### config.mk
export PLATFORM = sky130hd
export DESIGN_NAME = async_sram_ctrl
export DESIGN_NICKNAME = d
export VERILOG_FILES = /design/src/rtl/async_sram_ctrl_pkg.sv /design/src/rtl/async_sram_ctrl_fsm.sv /design/src/rtl/async_sram_ctrl_dp.sv /design/src/rtl/async_sram_ctrl.sv
export SDC_FILE = /design/constraint.sdc
export NUM_CORES = 1
export LEC_CHECK = 0
export BUFFER_PORTS_ARGS = -buffer_cell sky130_fd_sc_hd__buf_4
export CAP_MARGIN = 10
export CORE_ASPECT_RATIO = 0.9
export CORE_MARGIN = 5
export CORE_UTILIZATION = 42
export DETAILED_ROUTE_END_ITERATION = 16
export GPL_TIMING_DRIVEN = 0
export PLACE_DENSITY_LB_ADDON = 0.2
export SKIP_LAST_GASP = 1
export SLEW_MARGIN = 10
export SYNTH_ARGS = -nofsm -noshare
export SYNTH_HDL_FRONTEND = slang
export SYNTH_SLANG_ARGS = --single-unit
### constraint.sdc
create_clock -name clk -period 1.8 [get_ports clk]
set_clock_uncertainty 0.15 [all_clocks]
set_input_delay 0.09 -clock clk [delete_from_list [all_inputs] [get_ports clk]]
set_output_delay 0.09 -clock clk [all_outputs]
set_load 0.01 [all_outputs]
### src/rtl/async_sram_ctrl_pkg.sv
`timescale 1ns/1ps
package async_sram_ctrl_pkg;

  typedef enum logic [2:0] {
    ST_IDLE, ST_READ, ST_WRITE, ST_WEND, ST_RECOV, ST_TURN, ST_SLEEP, ST_WAKE
  } ctrlState_e;

  // Strobes from control to datapath; pin strobes are for the coming cycle.
  typedef struct packed {
    logic sel;
    logic oeLo;
    logic weLo;
    logic drive;
    logic load;
    logic capture;
  } strobe_t;

  typedef struct packed {
    int unsigned accessNs;
    int unsigned oeAccessNs;
    int unsigned pulseNs;
    int unsigned setupNs;
    int unsigned windowNs;
    int unsigned cycleNs;
    int unsigned weFloatNs;
    int unsigned oeFloatNs;
  } gradeNs_t;

  function automatic gradeNs_t gradeTable(input int unsigned speedNs);
    gradeNs_t g;
    case (speedNs)
      35: g = '{accessNs:35, oeAccessNs:25, pulseNs:25, setupNs:20,
                windowNs:30, cycleNs:35, weFloatNs:15, oeFloatNs:25};
      55: g = '{accessNs:55, oeAccessNs:30, pulseNs:40, setupNs:25,
                windowNs:50, cycleNs:55, weFloatNs:20, oeFloatNs:30};
      default: g = '{accessNs:70, oeAccessNs:35, pulseNs:45, setupNs:30,
                windowNs:60, cycleNs:70, weFloatNs:25, oeFloatNs:35};
    endcase
    return g;
  endfunction

  function automatic int unsigned nsToCycles(input int unsigned ns, input int unsigned periodNs);
    if (ns == 0) return 0;
    return (ns + periodNs - 1) / periodNs;
  endfunction

  function automatic int unsigned maxU(input int unsigned a, input int unsigned b);
    return (a > b) ? a : b;
  endfunction

endpackage

### src/rtl/async_sram_ctrl_fsm.sv
`timescale 1ns/1ps
module async_sram_ctrl_fsm
  import async_sram_ctrl_pkg::*;
#(
  parameter int unsigned AA_CYC       = 7,
  parameter int unsigned WP_CYC       = 6,
  parameter int unsigned WC_CYC       = 7,
  parameter int unsigned TURN_CYC     = 5,
  parameter int unsigned WHZ_CYC      = 3,
  parameter int unsigned WAKE_CYC     = 7,
  parameter bit          OE_LOW_WRITE = 1'b0,
  parameter int unsigned CNT_W        = 4
) (
  input  logic    clk,
  input  logic    rst_n,
  input  logic    reqValid,
  input  logic    reqWrite,
  input  logic    sleepReq,
  output logic    busy,
  output strobe_t stb
);

  localparam int unsigned RECOV_CYC  = (WC_CYC > WP_CYC + 1) ? (WC_CYC - WP_CYC - 1) : 0;
  localparam int          DRIVE_FROM = int'(WP_CYC) - int'(WHZ_CYC);

  ctrlState_e state, nextState;
  logic [CNT_W-1:0] cnt, nextCnt;
  logic lastCyc;

  assign lastCyc = (cnt == '0);

  always_comb begin
    nextState   = state;
    nextCnt     = lastCyc ? '0 : cnt - 1'b1;
    stb.load    = 1'b0;
    stb.capture = 1'b0;
    case (state)
      ST_IDLE: begin
        if (sleepReq) begin
          nextState = ST_SLEEP;
        end else if (reqValid) begin
          stb.load = 1'b1;
          if (reqWrite) begin
            nextState = ST_WRITE;
            nextCnt   = CNT_W'(WP_CYC - 1);
          end else begin
            nextState = ST_READ;
            nextCnt   = CNT_W'(AA_CYC - 1);
          end
        end
      end
      ST_READ: if (lastCyc) begin
        stb.capture = 1'b1;
        nextState   = ST_TURN;
        nextCnt     = CNT_W'(TURN_CYC - 1);
      end
      ST_WRITE: if (lastCyc) nextState = ST_WEND;
      ST_WEND: begin
        if (RECOV_CYC != 0) begin
          nextState = ST_RECOV;
          nextCnt   = CNT_W'(RECOV_CYC - 1);
        end else if (OE_LOW_WRITE) begin
          nextState = ST_TURN;
          nextCnt   = CNT_W'(TURN_CYC - 1);
        end else begin
          nextState = ST_IDLE;
        end
      end
      ST_RECOV: if (lastCyc) begin
        if (OE_LOW_WRITE) begin
          nextState = ST_TURN;
          nextCnt   = CNT_W'(TURN_CYC - 1);
        end else begin
          nextState = ST_IDLE;
        end
      end
      ST_TURN:  if (lastCyc) nextState = ST_IDLE;
      ST_SLEEP: if (!sleepReq) begin
        nextState = ST_WAKE;
        nextCnt   = CNT_W'(WAKE_CYC - 1);
      end
      ST_WAKE:  if (lastCyc) nextState = ST_IDLE;
      default:  nextState = ST_IDLE;
    endcase

    stb.sel   = (nextState == ST_READ) || (nextState == ST_WRITE) || (nextState == ST_WEND);
    stb.oeLo  = (nextState == ST_READ) || (OE_LOW_WRITE && (nextState == ST_WRITE));
    stb.weLo  = (nextState == ST_WRITE);
    stb.drive = ((nextState == ST_WRITE) && (!OE_LOW_WRITE || (int'(nextCnt) < DRIVE_FROM)))
              || (nextState == ST_WEND);
  end

  always_ff @(posedge clk or negedge rst_n) begin
    if (!rst_n) begin
      state <= ST_IDLE;
      cnt   <= '0;
    end else begin
      state <= nextState;
      cnt   <= nextCnt;
    end
  end

  assign busy = (state != ST_IDLE);

  // A read always ends in the float wait, so no accept can follow directly.
  AST_READ_TO_TURN: assert property (@(posedge clk) disable iff (!rst_n)
    (state == ST_READ && lastCyc) |=> (state == ST_TURN))
    else $error("read did not enter float wait");

endmodule

### src/rtl/async_sram_ctrl_dp.sv
`timescale 1ns/1ps
module async_sram_ctrl_dp
  import async_sram_ctrl_pkg::*;
#(
  parameter int unsigned ADDR_W       = 17,
  parameter int unsigned DATA_W       = 8,
  parameter int unsigned TURN_CYC     = 5,
  parameter bit          OE_LOW_WRITE = 1'b0
) (
  input  logic              clk,
  input  logic              rst_n,
  input  strobe_t           stb,
  input  logic [ADDR_W-1:0] reqAddr,
  input  logic [DATA_W-1:0] reqWdata,
  input  logic [DATA_W-1:0] ramDqIn,
  output logic [ADDR_W-1:0] ramAddr,
  output logic              ramCeN,
  output logic              ramCe2,
  output logic              ramOeN,
  output logic              ramWeN,
  output logic [DATA_W-1:0] ramDqOut,
  output logic              ramDqOe,
  output logic              rspValid,
  output logic [DATA_W-1:0] rspData
);

  localparam int unsigned TC_W = $clog2(TURN_CYC + 1) + 1;

  logic [TC_W-1:0] oeHighCnt;

  always_ff @(posedge clk or negedge rst_n) begin
    if (!rst_n) begin
      ramAddr  <= '0;
      ramCeN   <= 1'b1;
      ramCe2   <= 1'b0;
      ramOeN   <= 1'b1;
      ramWeN   <= 1'b1;
      ramDqOut <= '0;
      ramDqOe  <= 1'b0;
      rspValid <= 1'b0;
      rspData  <= '0;
    end else begin
      ramCeN   <= !stb.sel;
      ramCe2   <= stb.sel;
      ramOeN   <= !stb.oeLo;
      ramWeN   <= !stb.weLo;
      ramDqOe  <= stb.drive;
      rspValid <= stb.capture;
      if (stb.load) begin
        ramAddr  <= reqAddr;
        ramDqOut <= reqWdata;
      end
      if (stb.capture) rspData <= ramDqIn;
    end
  end

  // Cycles elapsed since the RAM outputs were last enabled (saturating).
  always_ff @(posedge clk or negedge rst_n) begin
    if (!rst_n)          oeHighCnt <= TC_W'(TURN_CYC);
    else if (!ramOeN)    oeHighCnt <= '0;
    else if (oeHighCnt < TC_W'(TURN_CYC)) oeHighCnt <= oeHighCnt + 1'b1;
  end

  AST_WE_NEEDS_SEL: assert property (@(posedge clk) disable iff (!rst_n)
    !ramWeN |-> (!ramCeN && ramCe2))
    else $error("write strobe without selection");

  AST_ADDR_HOLD: assert property (@(posedge clk) disable iff (!rst_n)
    !$past(ramWeN) |-> ($stable(ramAddr) && !ramCeN))
    else $error("address moved around write strobe");

  AST_DATA_HOLD: assert property (@(posedge clk) disable iff (!rst_n)
    (!$past(ramWeN) && $past(ramDqOe)) |-> (ramDqOe && $stable(ramDqOut)))
    else $error("write data moved before hold cycle");

  AST_TURNAROUND: assert property (@(posedge clk) disable iff (!rst_n)
    ($rose(ramDqOe) && ramOeN) |-> (oeHighCnt >= TC_W'(TURN_CYC)))
    else $error("bus driven inside float time");

  AST_RSP_PULSE: assert property (@(posedge clk) disable iff (!rst_n)
    rspValid |=> !rspValid)
    else $error("response valid longer than one cycle");

  AST_OE_IN_WRITE: assert property (@(posedge clk) disable iff (!rst_n)
    (!OE_LOW_WRITE && !ramWeN) |-> ramOeN)
    else $error("output enable low during write in default mode");

endmodule

### src/rtl/async_sram_ctrl.sv
`timescale 1ns/1ps
module async_sram_ctrl
  import async_sram_ctrl_pkg::*;
#(
  parameter int unsigned ADDR_W       = 17,
  parameter int unsigned DATA_W       = 8,
  parameter int unsigned CLK_NS       = 5,
  parameter int unsigned SPEED_NS     = 35,
  parameter bit          OE_LOW_WRITE = 1'b0
) (
  input  logic              clk,
  input  logic              rst_n,
  input  logic              reqValid,
  input  logic              reqWrite,
  input  logic [ADDR_W-1:0] reqAddr,
  input  logic [DATA_W-1:0] reqWdata,
  input  logic              sleepReq,
  output logic              busy,
  output logic              rspValid,
  output logic [DATA_W-1:0] rspData,
  output logic [ADDR_W-1:0] ramAddr,
  output logic              ramCeN,
  output logic              ramCe2,
  output logic              ramOeN,
  output logic              ramWeN,
  output logic [DATA_W-1:0] ramDqOut,
  output logic              ramDqOe,
  input  logic [DATA_W-1:0] ramDqIn
);

  localparam gradeNs_t    G        = gradeTable(SPEED_NS);
  localparam int unsigned AA_CYC   = maxU(nsToCycles(G.accessNs, CLK_NS),
                                          nsToCycles(G.oeAccessNs, CLK_NS));
  localparam int unsigned WP_BASE  = maxU(nsToCycles(G.pulseNs, CLK_NS),
                                          maxU(nsToCycles(G.windowNs, CLK_NS),
                                               nsToCycles(G.setupNs, CLK_NS)));
  localparam int unsigned WP_OELO  = nsToCycles(G.weFloatNs + G.setupNs, CLK_NS) + 1;
  localparam int unsigned WP_CYC   = OE_LOW_WRITE ? maxU(WP_BASE, WP_OELO) : WP_BASE;
  localparam int unsigned WC_CYC   = nsToCycles(G.cycleNs, CLK_NS);
  localparam int unsigned TURN_CYC = maxU(nsToCycles(G.oeFloatNs, CLK_NS), 1);
  localparam int unsigned WHZ_CYC  = nsToCycles(G.weFloatNs, CLK_NS);
  localparam int unsigned WAKE_CYC = maxU(nsToCycles(G.cycleNs, CLK_NS), 1);
  localparam int unsigned MAX_CYC  = maxU(maxU(AA_CYC, WP_CYC), maxU(maxU(WC_CYC, TURN_CYC), WAKE_CYC));
  localparam int unsigned CNT_W    = $clog2(MAX_CYC + 1);

  strobe_t stb;

  async_sram_ctrl_fsm #(
    .AA_CYC(AA_CYC), .WP_CYC(WP_CYC), .WC_CYC(WC_CYC), .TURN_CYC(TURN_CYC),
    .WHZ_CYC(WHZ_CYC), .WAKE_CYC(WAKE_CYC), .OE_LOW_WRITE(OE_LOW_WRITE), .CNT_W(CNT_W)
  ) uFsm (
    .clk(clk), .rst_n(rst_n), .reqValid(reqValid), .reqWrite(reqWrite),
    .sleepReq(sleepReq), .busy(busy), .stb(stb)
  );

  async_sram_ctrl_dp #(
    .ADDR_W(ADDR_W), .DATA_W(DATA_W), .TURN_CYC(TURN_CYC), .OE_LOW_WRITE(OE_LOW_WRITE)
  ) uDp (
    .clk(clk), .rst_n(rst_n), .stb(stb), .reqAddr(reqAddr), .reqWdata(reqWdata),
    .ramDqIn(ramDqIn), .ramAddr(ramAddr), .ramCeN(ramCeN), .ramCe2(ramCe2),
    .ramOeN(ramOeN), .ramWeN(ramWeN), .ramDqOut(ramDqOut), .ramDqOe(ramDqOe),
    .rspValid(rspValid), .rspData(rspData)
  );

  AST_IDLE_QUIET: assert property (@(posedge clk) disable iff (!rst_n)
    !busy |-> (ramCeN && !ramCe2 && ramWeN && ramOeN && !ramDqOe))
    else $error("bus active while idle");

  AST_SLEEP_DESELECT: assert property (@(posedge clk) disable iff (!rst_n)
    (sleepReq && !busy) |=> (busy && ramCeN && !ramCe2))
    else $error("retention entry did not deselect");

endmodule

==> results by stage, run 1 <==
Run status:
- The flow ran to the end, but the final reports show violations.
- The checks that failed: negative setup slack.

Yosys:
- Averaged over all synthesized cells, the footprint is 14.7 sq um.
- Of all flip-flops after synthesis, the portion carrying an async set or reset was 1.00.
- The number of instances in the synthesized netlist is 124.
- Of the post-synthesis cell area, the dominant cell type holds 0.578.
- Counting flops and latches in the post-synthesis netlist gives 45.
- Counting every net in the synthesized netlist gives 162.
- The number of enable flip-flop cells after synthesis is 0.
- The cell area after synthesis is 1820 sq um.
- Summed over all instances, the cell type with the most area after synthesis is sky130_fd_sc_hd__dfrtp_1.
- The share of synthesized area occupied by flip-flops and latches is 0.621.
- Ranked by total cell area, the synthesized netlist is headed by sky130_fd_sc_hd__dfrtp_1, sky130_fd_sc_hd__mux2_2, sky130_fd_sc_hd__dfstp_2, sky130_fd_sc_hd__nand2_1, sky130_fd_sc_hd__nor3_2.
- The number of warning messages in the yosys log is 0.
- The main flop type after synthesis is sky130_fd_sc_hd__dfrtp_1.
- The number of different library cells used by synthesis comes to 33.

Cells and area:
- 0 antenna diodes ended up in the layout.
- Of the cells placed in the final design, the portion with a size suffix greater than 1 is 0.588.
- For this run, the post-layout net count is 287.
- Compared with the post-synthesis result, the final layout area differs by 64.8%.
- The finished layout cell area is 3000 sq um.

Worst setup path:
- STA classifies the critical path endpoint as a flip-flop.
- The critical path goes through buf_6 > or4b_4 > o22ai_4 > nor3_4 > or3_1.
- The worst endpoint required time is 1.86 ns.
- The kind of launch point of the worst setup path is a flip-flop.
- In this run the worst path has a maximum fanout of 5.
- The longest individual stage delay on the worst path is 0.50 ns.
- The arrival time at the worst endpoint is 1.88 ns.
- The slowest stage of the critical path belongs to the cell sky130_fd_sc_hd__or4b_4.
- The critical path is of the reg -> reg type.

Timing:
- The number of max-slew violations in the final report is 0.
- In the post-route analysis, the smallest setup slack over all paths is -0.0187 ns.
- The slew at the pin closest to its max-slew limit is 0.553 ns.
- The number of endpoints failing setup at the final stage is 1.
- The maximum clock frequency is 0.550 GHz.
- After routing, the total negative slack on setup checks comes to -0.0187 ns.
- The routed design could run at a clock period as short as 1.82 ns.
- The post-route clock period utilization is 1.01.
- The post-route worst hold slack is 0.0238 ns.
- Setup repair after global routing could not meet its margin everywhere.
- The worst pin sits at a relative slew slack of 0.632.
- The number of hold violations in the final report came to 0.

Floorplanning:
- 78 I/O pins were placed.
- The initial utilization of the core area, before any placement, comes to 0.441.
- The floorplan step defined a die boundary enclosing 5750 sq um.
- From bottom edge to top edge, the die measures 72.4 um.
- The floorplan has 22 rows.
- The width of the die is 79.4 um.
- The area of the core is 4130 sq um.

Pwr:
- VDD sags by at most 0.000747 V.
- The internal power summed over all cells is 3140 uW.
- Of the total power, registers draw 0.387.
- Of the total power, the share spent switching nets is 0.340.
- For this design the static power due to leakage is 0.00143 uW.
- The combinational share of power is 0.489.
- Power spread over the standard cell area amounts to 1590 nW/um^2.
- The clock network fraction of total power is 0.123.
- The switching power total is 1620 uW.

Place:
- The number of buffers inserted by port buffering is 77.
- The post-placement cell area is 2460 sq um.
- The congestion estimate from routability-driven global placement came to 0.789.
- The detailed-placement wirelength estimate is 2980 um.

GRT:
- The global routing usage summed across all routing layers is 0.163.
- Entering global routing, the biggest net connects 46 pins.
- The first global-routing pass estimated 7150 um of wire.
- The number of antenna violations at the first check in global routing is 0.
- The residual overflow from global routing is 0.
- The number of global-route vias before repair is 1530.

Clock network:
- The clock tree from TritonCTS is built.
- The number of sinks on the clock net is 45.
- The clock root buffer is sky130_fd_sc_hd__clkbuf_8.
- The clock passes through at most 2 buffers.
- The clock slew at the register clock pins of the worst setup and hold paths is 0.08 ns.
- The number of clock buffers added by TritonCTS is 5.
- Clock latency on the worst-skew pair, taken at its later pin, is 0.29 ns.
- The total number of H-tree levels is 2.

Job:
- The number of violations of the max-capacitance limit is 0.

Routing:
- In this run, the number of DRC markers left after iteration 0 of detailed routing was 53.
- The first detailed-routing pass took 4 iterations.
- After detailed routing, the number of remaining DRC violations is 0.
- The average vias per placed instance is 4.90.
- For this block, the routed nets add up to 4610 um of wire.
- The remaining antenna violation count is 0.
- The routed length per placed instance is 15.5 um.
- The total via count in the routed design is 1461.

Worst hold path:
- The worst min-delay path category is in -> reg.
-- power groups by stage --
stage | clock network [uW] | logic [uW] | registers [uW]
after floorplan | 0 | 879 | 1990
after global placement | 0 | 1980 | 1780
after detailed placement | 0 | 2010 | 1830
after CTS | 606 | 2170 | 1830
after global routing | 655 | 2510 | 1900
final | 587 | 2330 | 1840
-- worst max-delay path: cells and delay by family, from the launching register on --
family | cells | cell delay [ns]
AND/OR/NAND/NOR | 3 | 0.88
flip-flops | 1 | 0.40
AO/OA/AOI/OAI | 1 | 0.18
buffers and inverters | 1 | 0.13
-- registers in the layout, summed over array words and instances, names as in the netlist --
signal,cells
uDp.ramDqOut,8
uDp.ramAddr,17
uDp.rspValid,1
uDp.ramCeN,1
uDp.ramWeN,1
uDp.ramCe2,1
uDp.ramOeN,1
uFsm.cnt,3
uFsm.state,3
uDp.ramDqOe,1
uDp.rspData,8
-- cells in the final DEF, fill, tap and decap left out, drive strengths merged --
cell          n
mux2i         1
a22o          2
nor4b         1
o21ai         2
dlygate4sd3  35
dfrtp        42
dfstp         3
clkbuf        9
buf          86
nor2          4
nor3          3
a21o          1
or3           3
nand4         1
a21boi        1
inv           4
or3b          1
nand2         7
mux2         33
a21oi         2
o22ai         2
nor2b         1
and2          1
nand3         2
or4b          1
o31ai         1
a211oi        1
-- through the flow --
stage | power, uW | utilization | setup WS, ns | cells
final | 4760 | 0.726 | -0.0187 | 298
after floorplan | 2870 | - | 0.0485 | 124
after CTS | 4600 | 0.710 | -0.0345 | 293
after detailed placement | 3840 | 0.595 | -0.153 | 249
after global placement | 3760 | 0.595 | -0.0939 | 249
after global routing | 5070 | 0.726 | -0.0794 | 298
-- logic make-up after synthesis --
family | share of synthesized area
AO/OA/AOI/OAI | 0.0516
buffers and inverters | 0.0275
flip-flops | 0.621
multiplexers | 0.210
AND/OR/NAND/NOR | 0.0901
-- timing repair --
action                                  in CTS  in global routing
gates cloned                                 0                  1
endpoints found under the setup margin      32                 29
gates resized for setup                      9                  6
hold buffers                                35                  0
pin swaps                                    2                  1
hold endpoints to repair                    76                  0
buffers inserted                             1                  4
-- Yosys cell counts (all sizes together) (2+ instances only) --
library cell  number
dfstp              3
nor3               3
a22o               2
o21ai              2
buf                3
or3                3
nand2              7
dfrtp             42
mux2              33
a21oi              2
inv                4
nand3              2
nor2               4
o22ai              2
-- final timing paths --
check                                             endpoint  cells after the start  slack (ns)                       start
min in group asynchronous          uFsm.state[0]$_DFF_PN0_                      2        0.17                       rst_n
worst max-delay path                  uDp.ramOeN$_DFF_PN1_                      5       -0.02     uFsm.state[2]$_DFF_PN0_
worst max register to register        uDp.ramOeN$_DFF_PN1_                      5       -0.02     uFsm.state[2]$_DFF_PN0_
worst min-delay path                 uFsm.cnt[0]$_DFF_PN0_                      4        0.02                    reqWrite
worst min register to register  uDp.rspData[3]$_DFFE_PN0P_                      1        0.36  uDp.rspData[3]$_DFFE_PN0P_
max in group asynchronous            uFsm.cnt[1]$_DFF_PN0_                      2        0.91                       rst_n
-- layout make-up --
type	count	area, sq um
plain buffers	4	35.0
multi-input cells	71	703
inverters	4	15.0
repair buffers	118	971
clock buffers	8	80.1
well taps	48	60.1
fillers	269	1130
flip-flops and latches	45	1130
-- routing by layer --
layer,wire length [um],track usage,vias to the layer above
li1,-,-,683
met1,1800,0.182,711
met2,2400,0.286,59
met3,345,0.0558,8
met4,73,0.0611,0
met5,0,0,-
(Power assumes the default switching activity.)
==> run 2, diff against run 1 <==
- CORE_UTILIZATION: 42 -> 43
- SYNTH_HIERARCHICAL: default -> 1
==> results by stage, run 2 <==
Worst setup path:
- The arrival time at the worst endpoint is 1.84 ns (-0.04 ns).
- The family with the most delay on the worst path is compound AO/OA/AOI/OAI gates.
- The number of buffers and inverters on the critical path is 1 (unchanged).
- STA classifies the critical path startpoint as a flip-flop.
- The cell type of the slowest stage on the worst timing path is sky130_fd_sc_hd__dfrtp_2.
- The longest individual stage delay on the worst path is 0.44 ns (-0.06 ns).
- The signal on the critical path passes through or3_4 > o21ai_0 > o31ai_1 > a31oi_1 > inv_1.
- The worst endpoint required time is 1.87 ns (about the same).
- The critical path is of the reg -> reg type.
- The type of destination of the critical path is a flip-flop.
- The highest fanout seen on the critical path is 4 (-1).

Timing:
- The post-route clock period utilization was 0.987 (-0.0236).
- The total negative slack for setup checks is 0 ns (+0.0187 ns).
- The number of endpoints failing setup at the final stage came to 0 (-1).
- The slew at the pin closest to its max-slew limit is 0.547 ns (-0.00597 ns).
- The number of hold violations in the final report is 0 (unchanged).
- The headroom to the max-slew limit is 0.636 (+0.00398).
- Setup repair after global routing could not meet its margin everywhere.
- The number of max-slew violations in the final report is 0 (unchanged).
- The post-route worst hold slack is 0.0830 ns (+0.0592 ns).
- The time the worst path needs with I/O delays and setup was 1.78 ns (-0.0424 ns).
- The maximum clock frequency is 0.563 GHz (+2.4%).

Clock network:
- The maximum clock path buffer count is 2 (unchanged).
- The clock slew at the register clock pins of the worst setup and hold paths is 0.07 ns (about the same).
- The total number of H-tree levels is 2 (unchanged).
- The clock network latency to the later pin of the worst-skew pair is 0.28 ns (about the same).
- CTS placed an instance of sky130_fd_sc_hd__clkbuf_8 at the clock tree root.
- The TritonCTS buffer count is 5 (unchanged).
- The clock tree from TritonCTS is built.
- The number of sinks on the clock net was 45 (unchanged).

Cells and area:
- The number of flip-flops in the largest register was 17 (unchanged).
- The post-layout utilization of the core was 0.714 (-0.0119).
- The non-filler instance count after layout is 322 (+8.1%).
- The number of antenna diodes was 0 (unchanged).
- The proportion of layout cells with a drive suffix above 1 is 0.565 (-0.0226).
- Compared with the post-synthesis result, the final layout area differs by 60.5%.
- The register ranked first by flip-flop count is uDp/ramAddr.
- The layout net count is 297 (+3.5%).
- In the final layout, the registers with the most flip-flops are uDp/ramAddr (17), uDp/ramDqOut (8), uDp/rspData (8).
- In the layout the commonest cells are sky130_fd_sc_hd__buf_4, sky130_fd_sc_hd__dfrtp_1, sky130_fd_sc_hd__dlygate4sd3_1.
- The library cell used most frequently in the layout, excluding fill and tap cells, is sky130_fd_sc_hd__buf_4.

Pwr:
- The part of the power in registers was 0.362 (-0.025).
- The switching power total is 1720 uW (+6.3%).
- The peak supply drop is 0.000808 V (+8.2%).
- The switching power as a share of total power is 0.337 (-0.00300).
- The combinational share of power came to 0.510 (+0.021).
- The clock network fraction of total power is 0.128 (+0.005).
- The internal power summed over all cells came to 3390 uW (+7.7%).
- The standby leakage power was 0.00151 uW (+5.9%).
- The ratio of total power to cell area came to 1600 nW/um^2 (+0.93%).

Routing:
- The total detailed-routing wirelength is 4940 um (+7.1%).
- The number of remaining DRC errors is 0 (unchanged).
- The average vias per placed instance is 4.67 (-4.8%).
- The remaining antenna violation count came to 0 (unchanged).
- The first-pass iteration count of the detailed router was 4 (unchanged).
- The total via count in the routed design is 1503 (+2.9%).
- The routed length per placed instance was 15.3 um (-0.91%).
- The violation count after the first detailed-routing iteration is 63 (+19%).

Place:
- The number of buffers inserted by port buffering is 77 (unchanged).
- The placed instance count is 274 (+10%).
- The detailed-placement wirelength estimate was 3300 um (+11%).
- The routability congestion estimate is 0.890 (+13%).

Floorplanning:
- The height of the chip was 74.4 um (+2.8%).
- The width of the die is 81.6 um (+2.8%).
- The initial core utilization is 0.445 (+0.00427).
- The full die area is 6080 sq um (+5.7%).
- The number of placement rows is 23 (+4.5%).
- The number of placed I/O pins is 78 (unchanged).
- The area of the core was 4460 sq um (+8.0%).

GRT:
- The number of antenna violations at the first check in global routing is 0 (unchanged).
- The number of global-route vias before repair came to 1561 (+2.0%).
- The global routing usage summed across all routing layers is 0.171 (+0.00842).
- The global-route wire length before repair is 7730 um (+8.1%).
- The residual overflow from global routing was 0 (unchanged).
- The pin count of the biggest net entering global routing is 46 (unchanged).

Yosys:
- The async set or reset register ratio after synthesis came to 1.00 (unchanged).
- The number of warning messages in the yosys log came to 6 (+6).
- The top-area cell type share of the netlist area is 0.530 (-0.0481).
- The number of nets in the synthesized netlist came to 173 (+6.8%).
- Sorting the synthesized cells by area gives the leading types as sky130_fd_sc_hd__dfrtp_1, sky130_fd_sc_hd__mux2_4, sky130_fd_sc_hd__mux2_2, sky130_fd_sc_hd__dfstp_2, sky130_fd_sc_hd__buf_12.
- The register bit count reported by yosys is 45 (unchanged).
- By instance count, the leading cell after synthesis is sky130_fd_sc_hd__dfrtp_1.
- The distinct cell type count of the synthesized netlist was 35 (+6.1%).
- The number of instances in the synthesized netlist is 135 (+8.9%).
- The number of enable flip-flop cells after synthesis is 0 (unchanged).
- The share of synthesized area occupied by flip-flops and latches came to 0.569 (-0.0517).
- The cell area after synthesis is 1980 sq um (+9.1%).
- Counting instances in the post-synthesis netlist gives the leading cell types as sky130_fd_sc_hd__dfrtp_1, sky130_fd_sc_hd__mux2_4, sky130_fd_sc_hd__mux2_2, sky130_fd_sc_hd__inv_1, sky130_fd_sc_hd__nor2_1.
- The library cell with the largest summed area after synthesis is sky130_fd_sc_hd__dfrtp_1.
- The average size of a mapped cell came to 14.7 sq um (+0.19%).
- The main flop type after synthesis is sky130_fd_sc_hd__dfrtp_1.

Worst hold path:
- The path class of the tightest hold or removal check is in -> reg.

Job:
- The number of violations of the max-capacitance limit is 0 (unchanged).

Run status:
- The run finished with clean final reports.
## run 2: final timing paths
check                                         endpoint  depth (start not counted)  slack, ns                        from
max in group asynchronous        uFsm/cnt[0]$_DFF_PN0_                          2       0.92                       rst_n
min in group asynchronous  uDp/ramDqOut[5]$_DFFE_PN0P_                          2       0.18                       rst_n
max                               uDp/ramCeN$_DFF_PN1_                          5       0.02       uFsm/cnt[0]$_DFF_PN0_
min reg2reg                 uDp/rspData[1]$_DFFE_PN0P_                          1       0.36  uDp/rspData[1]$_DFFE_PN0P_
min                              uFsm/cnt[0]$_DFF_PN0_                          4       0.08                    sleepReq
max reg2reg                       uDp/ramCeN$_DFF_PN1_                          5       0.02       uFsm/cnt[0]$_DFF_PN0_
## run 2: routing by layer
metal	up-vias	track usage	wire, um
met1	718	0.195	1910
met4	0	0.0498	38
met5	-	0	0
met2	52	0.316	2720
li1	729	-	-
met3	4	0.0436	272
## run 2: cell type report
class | instances | area (sq um)
Tap cell | 62 | 77.6
Buffer | 7 | 78.8
Timing Repair Buffer | 117 | 968
Inverter | 7 | 26.3
Sequential cell | 45 | 1130
Fill cell | 310 | 1270
Clock buffer | 7 | 96.3
Multi-Input combinational cell | 76 | 801
Clock inverter | 1 | 5.00
## run 2: worst min-delay path, delay by kind of cell
family	cells	cell delay [ns]
AO/OA/AOI/OAI	2	0.19
buffers and inverters	1	0.13
AND/OR/NAND/NOR	1	0.07
## run 2: logic make-up (layout without fill, tap and decap cells)
| family | count (synthesis) | in the layout | synth area share |
|---|---|---|---|
| buf+inv | 14 | 139 | 0.0485 |
| mux | 35 | 35 | 0.236 |
| simple gates | 23 | 23 | 0.0700 |
| flops | 45 | 45 | 0.569 |
| compound gates | 18 | 18 | 0.0763 |
## run 2: repair_timing
action | CTS | global route
gates cloned | 0 | 0
buffers inserted | 0 | 4
gates resized for setup | 7 | 10
endpoints found under the hold margin | 76 | 0
endpoints found under the setup margin | 36 | 32
hold buffers | 36 | 0
pin swaps | 1 | 7
## run 2: per-stage QoR
step                      area [sq um]  setup slack, ns  power [uW]
final                             3190           0.0237        5100
after global placement            2640           -0.108        4090
after detailed placement          2640           -0.153        4180
after CTS                         3130         -0.00464        4970
after global routing              3190          -0.0888        5430
after floorplan                   1980           0.0572        3160
## run 2: power groups by stage
stage	Clock [uW]	Combinational [uW]	Sequential, uW
6_report	656	2600	1850
4_1_cts	681	2450	1840
3_3_place_gp	0	2300	1800
3_5_place_dp	0	2340	1840
5_1_grt	729	2790	1910
2_1_floorplan	0	1170	2000
